==> src/rtl/tlb_pkg.sv <==
package tlb_pkg;
  // Strobes from control to datapath
  typedef struct packed {
    logic lookup;
    logic refill;
    logic flush;
    logic asidLoad;
    logic refillWay;
  } tlbStrobe_t;
endpackage

==> src/rtl/tlb_dp.sv <==
module tlb_dp
  import tlb_pkg::*;
#(
  parameter int VA_W   = 32,
  parameter int OFF_W  = 16,
  parameter int PPN_W  = 16,
  parameter int ASID_W = 6,
  parameter int PC_W   = 32,
  parameter int SETS   = 8,
  parameter int IDX_HI = 13,
  localparam int VPN_W = VA_W - OFF_W,
  localparam int IDX_W = $clog2(SETS),
  localparam int WAYS  = 2
) (
  input  logic              clk,
  input  logic              rstN,
  input  tlbStrobe_t        strb,
  input  logic [VA_W-1:0]   lookupVa,
  input  logic [PC_W-1:0]   lookupPc,
  input  logic [ASID_W-1:0] asidWrData,
  input  logic [VPN_W-1:0]  refillVpn,
  input  logic [PPN_W-1:0]  refillPpn,
  input  logic [ASID_W-1:0] refillAsid,
  output logic [IDX_W-1:0]  lkIdx,
  output logic [IDX_W-1:0]  rfIdx,
  output logic [WAYS-1:0]   wayHit,
  output logic [WAYS-1:0]   rfValid,
  output logic              respValid,
  output logic              hit,
  output logic              trap,
  output logic [PPN_W+OFF_W-1:0] paddr,
  output logic [PC_W-1:0]   excPc,
  output logic [VA_W-1:0]   badVa,
  output logic [ASID_W-1:0] curAsid
);
  logic [VPN_W-1:0]  lkVpn;
  logic [VPN_W-1:0]  vpnMem  [WAYS][SETS];
  logic [PPN_W-1:0]  ppnMem  [WAYS][SETS];
  logic [ASID_W-1:0] asidMem [WAYS][SETS];
  logic [SETS-1:0]   validMem [WAYS];
  logic [PPN_W-1:0]  hitPpn;
  logic              anyHit;

  assign lkVpn = lookupVa[VA_W-1:OFF_W];
  // Set index: one high page bit over the low page bits
  assign lkIdx = {lkVpn[IDX_HI], lkVpn[IDX_W-2:0]};
  assign rfIdx = {refillVpn[IDX_HI], refillVpn[IDX_W-2:0]};

  for (genvar w = 0; w < WAYS; w++) begin : g_way
    assign wayHit[w] = validMem[w][lkIdx] && (vpnMem[w][lkIdx] == lkVpn)
                       && (asidMem[w][lkIdx] == curAsid);
    assign rfValid[w] = validMem[w][rfIdx];

    always_ff @(posedge clk) begin
      if (!rstN) begin
        validMem[w] <= '0;
      end else if (strb.flush) begin
        validMem[w] <= '0;
      end else if (strb.refill && strb.refillWay == 1'(w)) begin
        validMem[w][rfIdx] <= 1'b1;
      end
    end

    always_ff @(posedge clk) begin
      if (strb.refill && strb.refillWay == 1'(w)) begin
        vpnMem[w][rfIdx]  <= refillVpn;
        ppnMem[w][rfIdx]  <= refillPpn;
        asidMem[w][rfIdx] <= refillAsid;
      end
    end
  end

  assign anyHit = |wayHit;
  assign hitPpn = wayHit[1] ? ppnMem[1][lkIdx] : ppnMem[0][lkIdx];

  always_ff @(posedge clk) begin
    if (!rstN) begin
      curAsid   <= '0;
      respValid <= 1'b0;
      hit       <= 1'b0;
      trap      <= 1'b0;
      paddr     <= '0;
      excPc     <= '0;
      badVa     <= '0;
    end else begin
      if (strb.asidLoad) curAsid <= asidWrData;
      respValid <= strb.lookup;
      hit       <= strb.lookup && anyHit;
      trap      <= strb.lookup && !anyHit;
      if (strb.lookup && anyHit) paddr <= {hitPpn, lookupVa[OFF_W-1:0]};
      if (strb.lookup && !anyHit) begin
        excPc <= lookupPc;
        badVa <= lookupVa;
      end
    end
  end

  // response follows a request by one cycle, with exactly one outcome
  a_r3_resp_follows: assert property (@(posedge clk) disable iff (!rstN)
    strb.lookup |=> respValid);
  a_r3_one_outcome: assert property (@(posedge clk) disable iff (!rstN)
    respValid |-> (hit ^ trap));
  // offset passes through unchanged
  a_r1_offset: assert property (@(posedge clk) disable iff (!rstN)
    (strb.lookup && anyHit) |=> paddr[OFF_W-1:0] == $past(lookupVa[OFF_W-1:0]));
  // trap context captured from the missing lookup
  a_r5_capture: assert property (@(posedge clk) disable iff (!rstN)
    (strb.lookup && !anyHit) |=> (badVa == $past(lookupVa) && excPc == $past(lookupPc)));
  // flush leaves no valid entry
  a_r10_flush_clears: assert property (@(posedge clk) disable iff (!rstN)
    strb.flush |=> (validMem[0] == '0 && validMem[1] == '0));
endmodule

==> src/rtl/tlb_ctrl.sv <==
module tlb_ctrl
  import tlb_pkg::*;
#(
  parameter int SETS = 8,
  localparam int IDX_W = $clog2(SETS),
  localparam int WAYS  = 2
) (
  input  logic             clk,
  input  logic             rstN,
  input  logic             lookupValid,
  input  logic             refillEn,
  input  logic             flushEn,
  input  logic             asidWrEn,
  input  logic [IDX_W-1:0] lkIdx,
  input  logic [IDX_W-1:0] rfIdx,
  input  logic [WAYS-1:0]  wayHit,
  input  logic [WAYS-1:0]  rfValid,
  output tlbStrobe_t       strb
);
  // lruWay[s] names the way to replace next in set s
  logic [SETS-1:0] lruWay;
  logic            victim;
  logic            lkUpdate;

  always_comb begin
    if (!rfValid[0])      victim = 1'b0;
    else if (!rfValid[1]) victim = 1'b1;
    else                  victim = lruWay[rfIdx];
  end

  always_comb begin
    strb.lookup    = lookupValid;
    strb.flush     = flushEn;
    strb.refill    = refillEn && !flushEn;
    strb.asidLoad  = asidWrEn;
    strb.refillWay = victim;
  end

  // A lookup hit updates order unless a refill hits the same set
  assign lkUpdate = lookupValid && (|wayHit) && !(strb.refill && rfIdx == lkIdx);

  always_ff @(posedge clk) begin
    if (!rstN) begin
      lruWay <= '0;
    end else begin
      if (lkUpdate) lruWay[lkIdx] <= ~wayHit[1];
      if (strb.refill) lruWay[rfIdx] <= ~victim;
    end
  end

  // a refill never overwrites a live entry while an empty way exists
  a_r8_keep_live: assert property (@(posedge clk) disable iff (!rstN)
    (strb.refill && !(&rfValid)) |-> !rfValid[strb.refillWay]);
  // after a refill, the written way is not the next victim
  a_r7_order_after_refill: assert property (@(posedge clk) disable iff (!rstN)
    strb.refill |=> lruWay[$past(rfIdx)] != $past(strb.refillWay));
  // flush and refill never both reach the datapath
  a_r10_flush_wins: assert property (@(posedge clk) disable iff (!rstN)
    flushEn |-> !strb.refill);
endmodule

==> src/rtl/tlb_xlate.sv <==
module tlb_xlate
  import tlb_pkg::*;
#(
  parameter int VA_W   = 32,
  parameter int OFF_W  = 16,
  parameter int PPN_W  = 16,
  parameter int ASID_W = 6,
  parameter int PC_W   = 32,
  parameter int SETS   = 8,
  parameter int IDX_HI = 13,
  localparam int VPN_W = VA_W - OFF_W,
  localparam int IDX_W = $clog2(SETS)
) (
  input  logic              clk,
  input  logic              rstN,
  input  logic              lookupValid,
  input  logic [VA_W-1:0]   lookupVa,
  input  logic [PC_W-1:0]   lookupPc,
  input  logic              asidWrEn,
  input  logic [ASID_W-1:0] asidWrData,
  input  logic              refillEn,
  input  logic [VPN_W-1:0]  refillVpn,
  input  logic [PPN_W-1:0]  refillPpn,
  input  logic [ASID_W-1:0] refillAsid,
  input  logic              flushEn,
  output logic              respValid,
  output logic              hit,
  output logic              trap,
  output logic [PPN_W+OFF_W-1:0] paddr,
  output logic [PC_W-1:0]   excPc,
  output logic [VA_W-1:0]   badVa,
  output logic [ASID_W-1:0] curAsid
);
  tlbStrobe_t       strb;
  logic [IDX_W-1:0] lkIdx, rfIdx;
  logic [1:0]       wayHit, rfValid;

  tlb_ctrl #(.SETS(SETS)) u_ctrl (
    .clk(clk), .rstN(rstN), .lookupValid(lookupValid), .refillEn(refillEn),
    .flushEn(flushEn), .asidWrEn(asidWrEn), .lkIdx(lkIdx), .rfIdx(rfIdx),
    .wayHit(wayHit), .rfValid(rfValid), .strb(strb)
  );

  tlb_dp #(
    .VA_W(VA_W), .OFF_W(OFF_W), .PPN_W(PPN_W), .ASID_W(ASID_W),
    .PC_W(PC_W), .SETS(SETS), .IDX_HI(IDX_HI)
  ) u_dp (
    .clk(clk), .rstN(rstN), .strb(strb), .lookupVa(lookupVa), .lookupPc(lookupPc),
    .asidWrData(asidWrData), .refillVpn(refillVpn), .refillPpn(refillPpn),
    .refillAsid(refillAsid), .lkIdx(lkIdx), .rfIdx(rfIdx), .wayHit(wayHit),
    .rfValid(rfValid), .respValid(respValid), .hit(hit), .trap(trap),
    .paddr(paddr), .excPc(excPc), .badVa(badVa), .curAsid(curAsid)
  );
endmodule

==> config.mk <==
export PLATFORM = sky130hd
export DESIGN_NAME = tlb_xlate
export DESIGN_NICKNAME = d
export VERILOG_FILES = /design/src/rtl/tlb_pkg.sv /design/src/rtl/tlb_dp.sv /design/src/rtl/tlb_ctrl.sv /design/src/rtl/tlb_xlate.sv
export SDC_FILE = /design/constraint.sdc
export NUM_CORES = 1
export LEC_CHECK = 0
export ABC_CLOCK_PERIOD_IN_PS = 4600
export BUFFER_PORTS_ARGS = -buffer_cell sky130_fd_sc_hd__buf_2
export CORE_ASPECT_RATIO = 1.1
export CORE_MARGIN = 1
export CORE_UTILIZATION = 40
export DETAILED_ROUTE_END_ITERATION = 6
export PLACE_DENSITY = 0.67
export SETUP_SLACK_MARGIN = 0.15
export SLEW_MARGIN = 20
export SYNTH_ARGS = -nofsm -noshare
export SYNTH_HDL_FRONTEND = slang
export SYNTH_SLANG_ARGS = --single-unit
export TNS_END_PERCENT = 30
==> constraint.sdc <==
create_clock -name clk -period 4.6 [get_ports clk]
set_clock_uncertainty 0.05 [all_clocks]
set_input_delay 0.46 -clock clk [delete_from_list [all_inputs] [get_ports clk]]
set_output_delay 0.46 -clock clk [all_outputs]
set_load 0.05 [all_outputs]
==> run_results.csv <==
group,metric,value,unit
synth,syn_area,29500,um2
route,drtIter0Drc,1909,
floorplan,dieArea,74800,um2
clock_network,path_clk_slew,0.06,ns
critical_path,reg2reg_from,"u_dp.asidMem[0][51]",
synth,synth_edf_count,624,
clock_network,worstSkewPairLatency,0.62,ns
synth,synth_compound_area_share,7.38,%
synth,synth.yosys.seq_area_share,71.3,%
sta,post-route-period-util,85.1,%
critical_path,cp_slowest_stage_delay,0.91,ns
clock_network,cts_setup_buffers,0,
synth,synth_top_area_share,63.6,%
clock_network,cts_made_buffers,70,
synth,yosysTopAreaCell,"edfxtp_1",
place,dp_hpwl,49800,um
synth,syn_inst,1874,
global_routing,grt_pass1_vias,17700,
final_layout,multiInputGateArea,7890,um2
final_layout,nFillCells,6113,
sta,finalHoldViolations,0,
floorplan,coreArea,73000,um2
critical_path,crit_path_end_kind,"flip-flop",
critical_path,start_kind,"input pin",
place,place_congestion,0.886,
floorplan,initial_core_util,40.4,%
clock_network,cts_root_buf,"clkbuf_16",
final_layout,seq_area,21000,um2
hold_path,min_path_type,"input pin to flip-flop",
global_routing,grt_max_degree,97,
final_layout,final_cell_area,34400,um2
critical_path,slowest_stage,"nor2_1",
critical_path,rrSetupSlack,0.99,ns
clock_network,cts_max_level,3,
clock_network,postCtsHoldBufs,0,
critical_path,crit_top_cell,"buf_4",
sta,slew_headroom,27.8,%
critical_path,path_class,"input pin to flip-flop",
global_routing,grt_overflow,0,
floorplan,rows,104,
final_layout,mostFrequentLayoutCells,"edfxtp_1 (624), nand2_1 (217), buf_2 (214)",
critical_path,crit_chain,"buf_4 > nor2_1 > a22oi_1 > a21oi_1 > o21bai_1 > or4_1 > nor4_4 > buf_4 > o21ai_2 > o221ai_1",
synth,synth_top_family_by_area,"multiplexers",
final_layout,final_net_count,2236,
hold_path,holdPathEnd,"u_dp.excPc[2]",
sta,fmax,0.256,GHz
synth,synth_xor_area_share,0.832,%
sta,whs,0.0462,ns
sta,fin_tns_setup,0,ns
synth,synth_ff_type,"edfxtp_1",
sta,finalCriticalPeriod,3.91,ns
critical_path,crit_family,"simple AND/OR/NAND/NOR gates",
synth,avgSynthCellArea,15.7,um2
synth,yosys.area_share.adder,0,%
clock_network,cts_sinks,737,
final_layout,syn2layout_area_growth,16.7,%
floorplan,die_h,287,um
sta,rsz0062_at_grt,"no",
global_routing,antenna_found_initial,3,
critical_path,r2r_cells,9,
route,post-route-drc-count,39,
sta,slew_violations,0,
route,wl,80300,um
status,outcome,"finished with violations",
clock_network,cts_tree,"done",
synth,synthArstFlopShare,0,%
clock_network,cts_buffer_depth,3,
global_routing,grt_pass1_wl,116000,um
route,vias_per_cell,5.72,
final_layout,drive_gt1_share,24.3,%
critical_path,cp_num_buf_inv,2,
critical_path,path_max_fanout,39,
power_and_ir_drop,peakVddDrop,0.245,mV
hold_path,timing.hold.worst.start,"lookupPc[2]",
place,placed_area,32100,um2
final_layout,layout_commonest_cell,"edfxtp_1",
synth,yosys.area_share.simple,6.63,%
sta,setup_violations,0,
synth,syn_nets,1988,
final_layout,fin_util,47.1,%
route,wire_per_inst,25.6,um
critical_path,cp.arrival,4.37,ns
synth,ys_ff_latch,737,
power_and_ir_drop,p_total,14200,uW
synth,synth_cell_types,77,
status,violations,"DRC",
sta,tightest_slew,1.08,ns
final_layout,diodes,0,
critical_path,crit_required,5.06,ns
place,portBuffers,218,
clock_network,cts-resized-gates,0,
critical_path,r2r-end,"u_dp.paddr[31]",
route,antenna_left,0,
synth,yosysWarnings,0,
power_and_ir_drop,p_leak,0.0122,uW
flow_run,drv_cap,0,
synth,synth_area_leaders,"edfxtp_1 (64%), dfxtp_1 (7.7%), mux2i_1 (6.1%)",
synth,synth_mux_area_share,11.5,%
global_routing,track_usage,21.2,%
hold_path,whs_path_depth,3,
power_and_ir_drop,p_per_area,413,nW/um2
route,vias,17900,
route,firstDrtPassIters,7,
floorplan,ioPinCount,219,
floorplan,die_width,261,um
stage by stage:
stage / instances / worst slack [ns]
3_3_place_gp: 3004 / 0.238
6_report: 3134 / 0.687
3_5_place_dp: 3004 / 0.160
4_1_cts: 3134 / 0.808
2_1_floorplan: 1874 / 0.339
5_1_grt: 3134 / 0.654
synth_stat cells, types with 9 or more instances:
library cell,instances
edfxtp_1,624
nand2_1,217
mux2i_1,179
dfxtp_1,113
a22oi_1,76
clkbuf_1,61
nor2_1,48
mux4_2,47
mux2_2,44
a221oi_1,41
o21ai_0,36
a21oi_1,26
nand3_1,23
buf_2,22
inv_1,22
or3_1,21
nor2b_1,18
xor2_1,18
o211ai_1,16
nand4_1,15
buf_1,14
a22o_1,13
o22ai_1,12
xnor2_1,10
buf_4,9
buf_6,9
nand2b_1,9
o221ai_2,9
worst min-delay path, delay by kind of cell:
family	cells	cell delay [ns]
muxes	1	0.06
and+or+nand+nor	1	0.05
buffers and inverters	1	0.10
report_power, final:
part           total, uW  internal, uW  switching, uW
clock               5780          3340           2440
combinational       1050           331            719
sequential          7370          7330           39.7
total              14200         11000           3200
per-layer routing:
metal | share of wire (%) | track usage [%]
met2 | 49 | 35.1
met1 | 40 | 27.7
met4 | 3.4 | 8.10
met3 | 8.4 | 3.57
met5 | 0.037 | 0
sequential cells by signal, indices dropped and copies added (netlist names), 6 cells and up:
register,count
u_dp.curAsid,6
u_ctrl.lruWay,8
u_dp.ppnMem,256
u_dp.vpnMem,256
u_dp.excPc,32
u_dp.asidMem,96
u_dp.validMem,16
u_dp.paddr,32
u_dp.badVa,32
cell type report:
class	instances	area share, %
clock inverters	30	0.910
clock buffers	100	5.74
multi-input cells	995	22.9
well taps	954	3.47
inverters	24	0.262
flip-flops and latches	737	61.1
repair buffers	294	5.59
worst max-delay path by stage:
| stage | start | endpoint | depth (start not counted) | slack [ns] |
|---|---|---|---|---|
| global placement | lookupVa[16] | u_dp.paddr[17] | 10 | 0.24 |
| global route | lookupVa[16] | u_dp.paddr[17] | 11 | 0.65 |
| CTS | lookupVa[16] | u_dp.paddr[31] | 10 | 0.81 |
| finish | lookupVa[16] | u_dp.paddr[31] | 10 | 0.69 |
| floorplan | refillVpn[1] | u_ctrl.lruWay[2] | 9 | 0.34 |
| detailed placement | lookupVa[16] | u_dp.paddr[31] | 10 | 0.16 |
cell families after synthesis:
family / after synthesis
buffers and inverters: 142
multiplexers: 272
AND/OR/NAND/NOR: 410
flip-flops: 737
AO/OA/AOI/OAI: 285
XOR/XNOR: 28
Power figures use the tool's default switching activity.
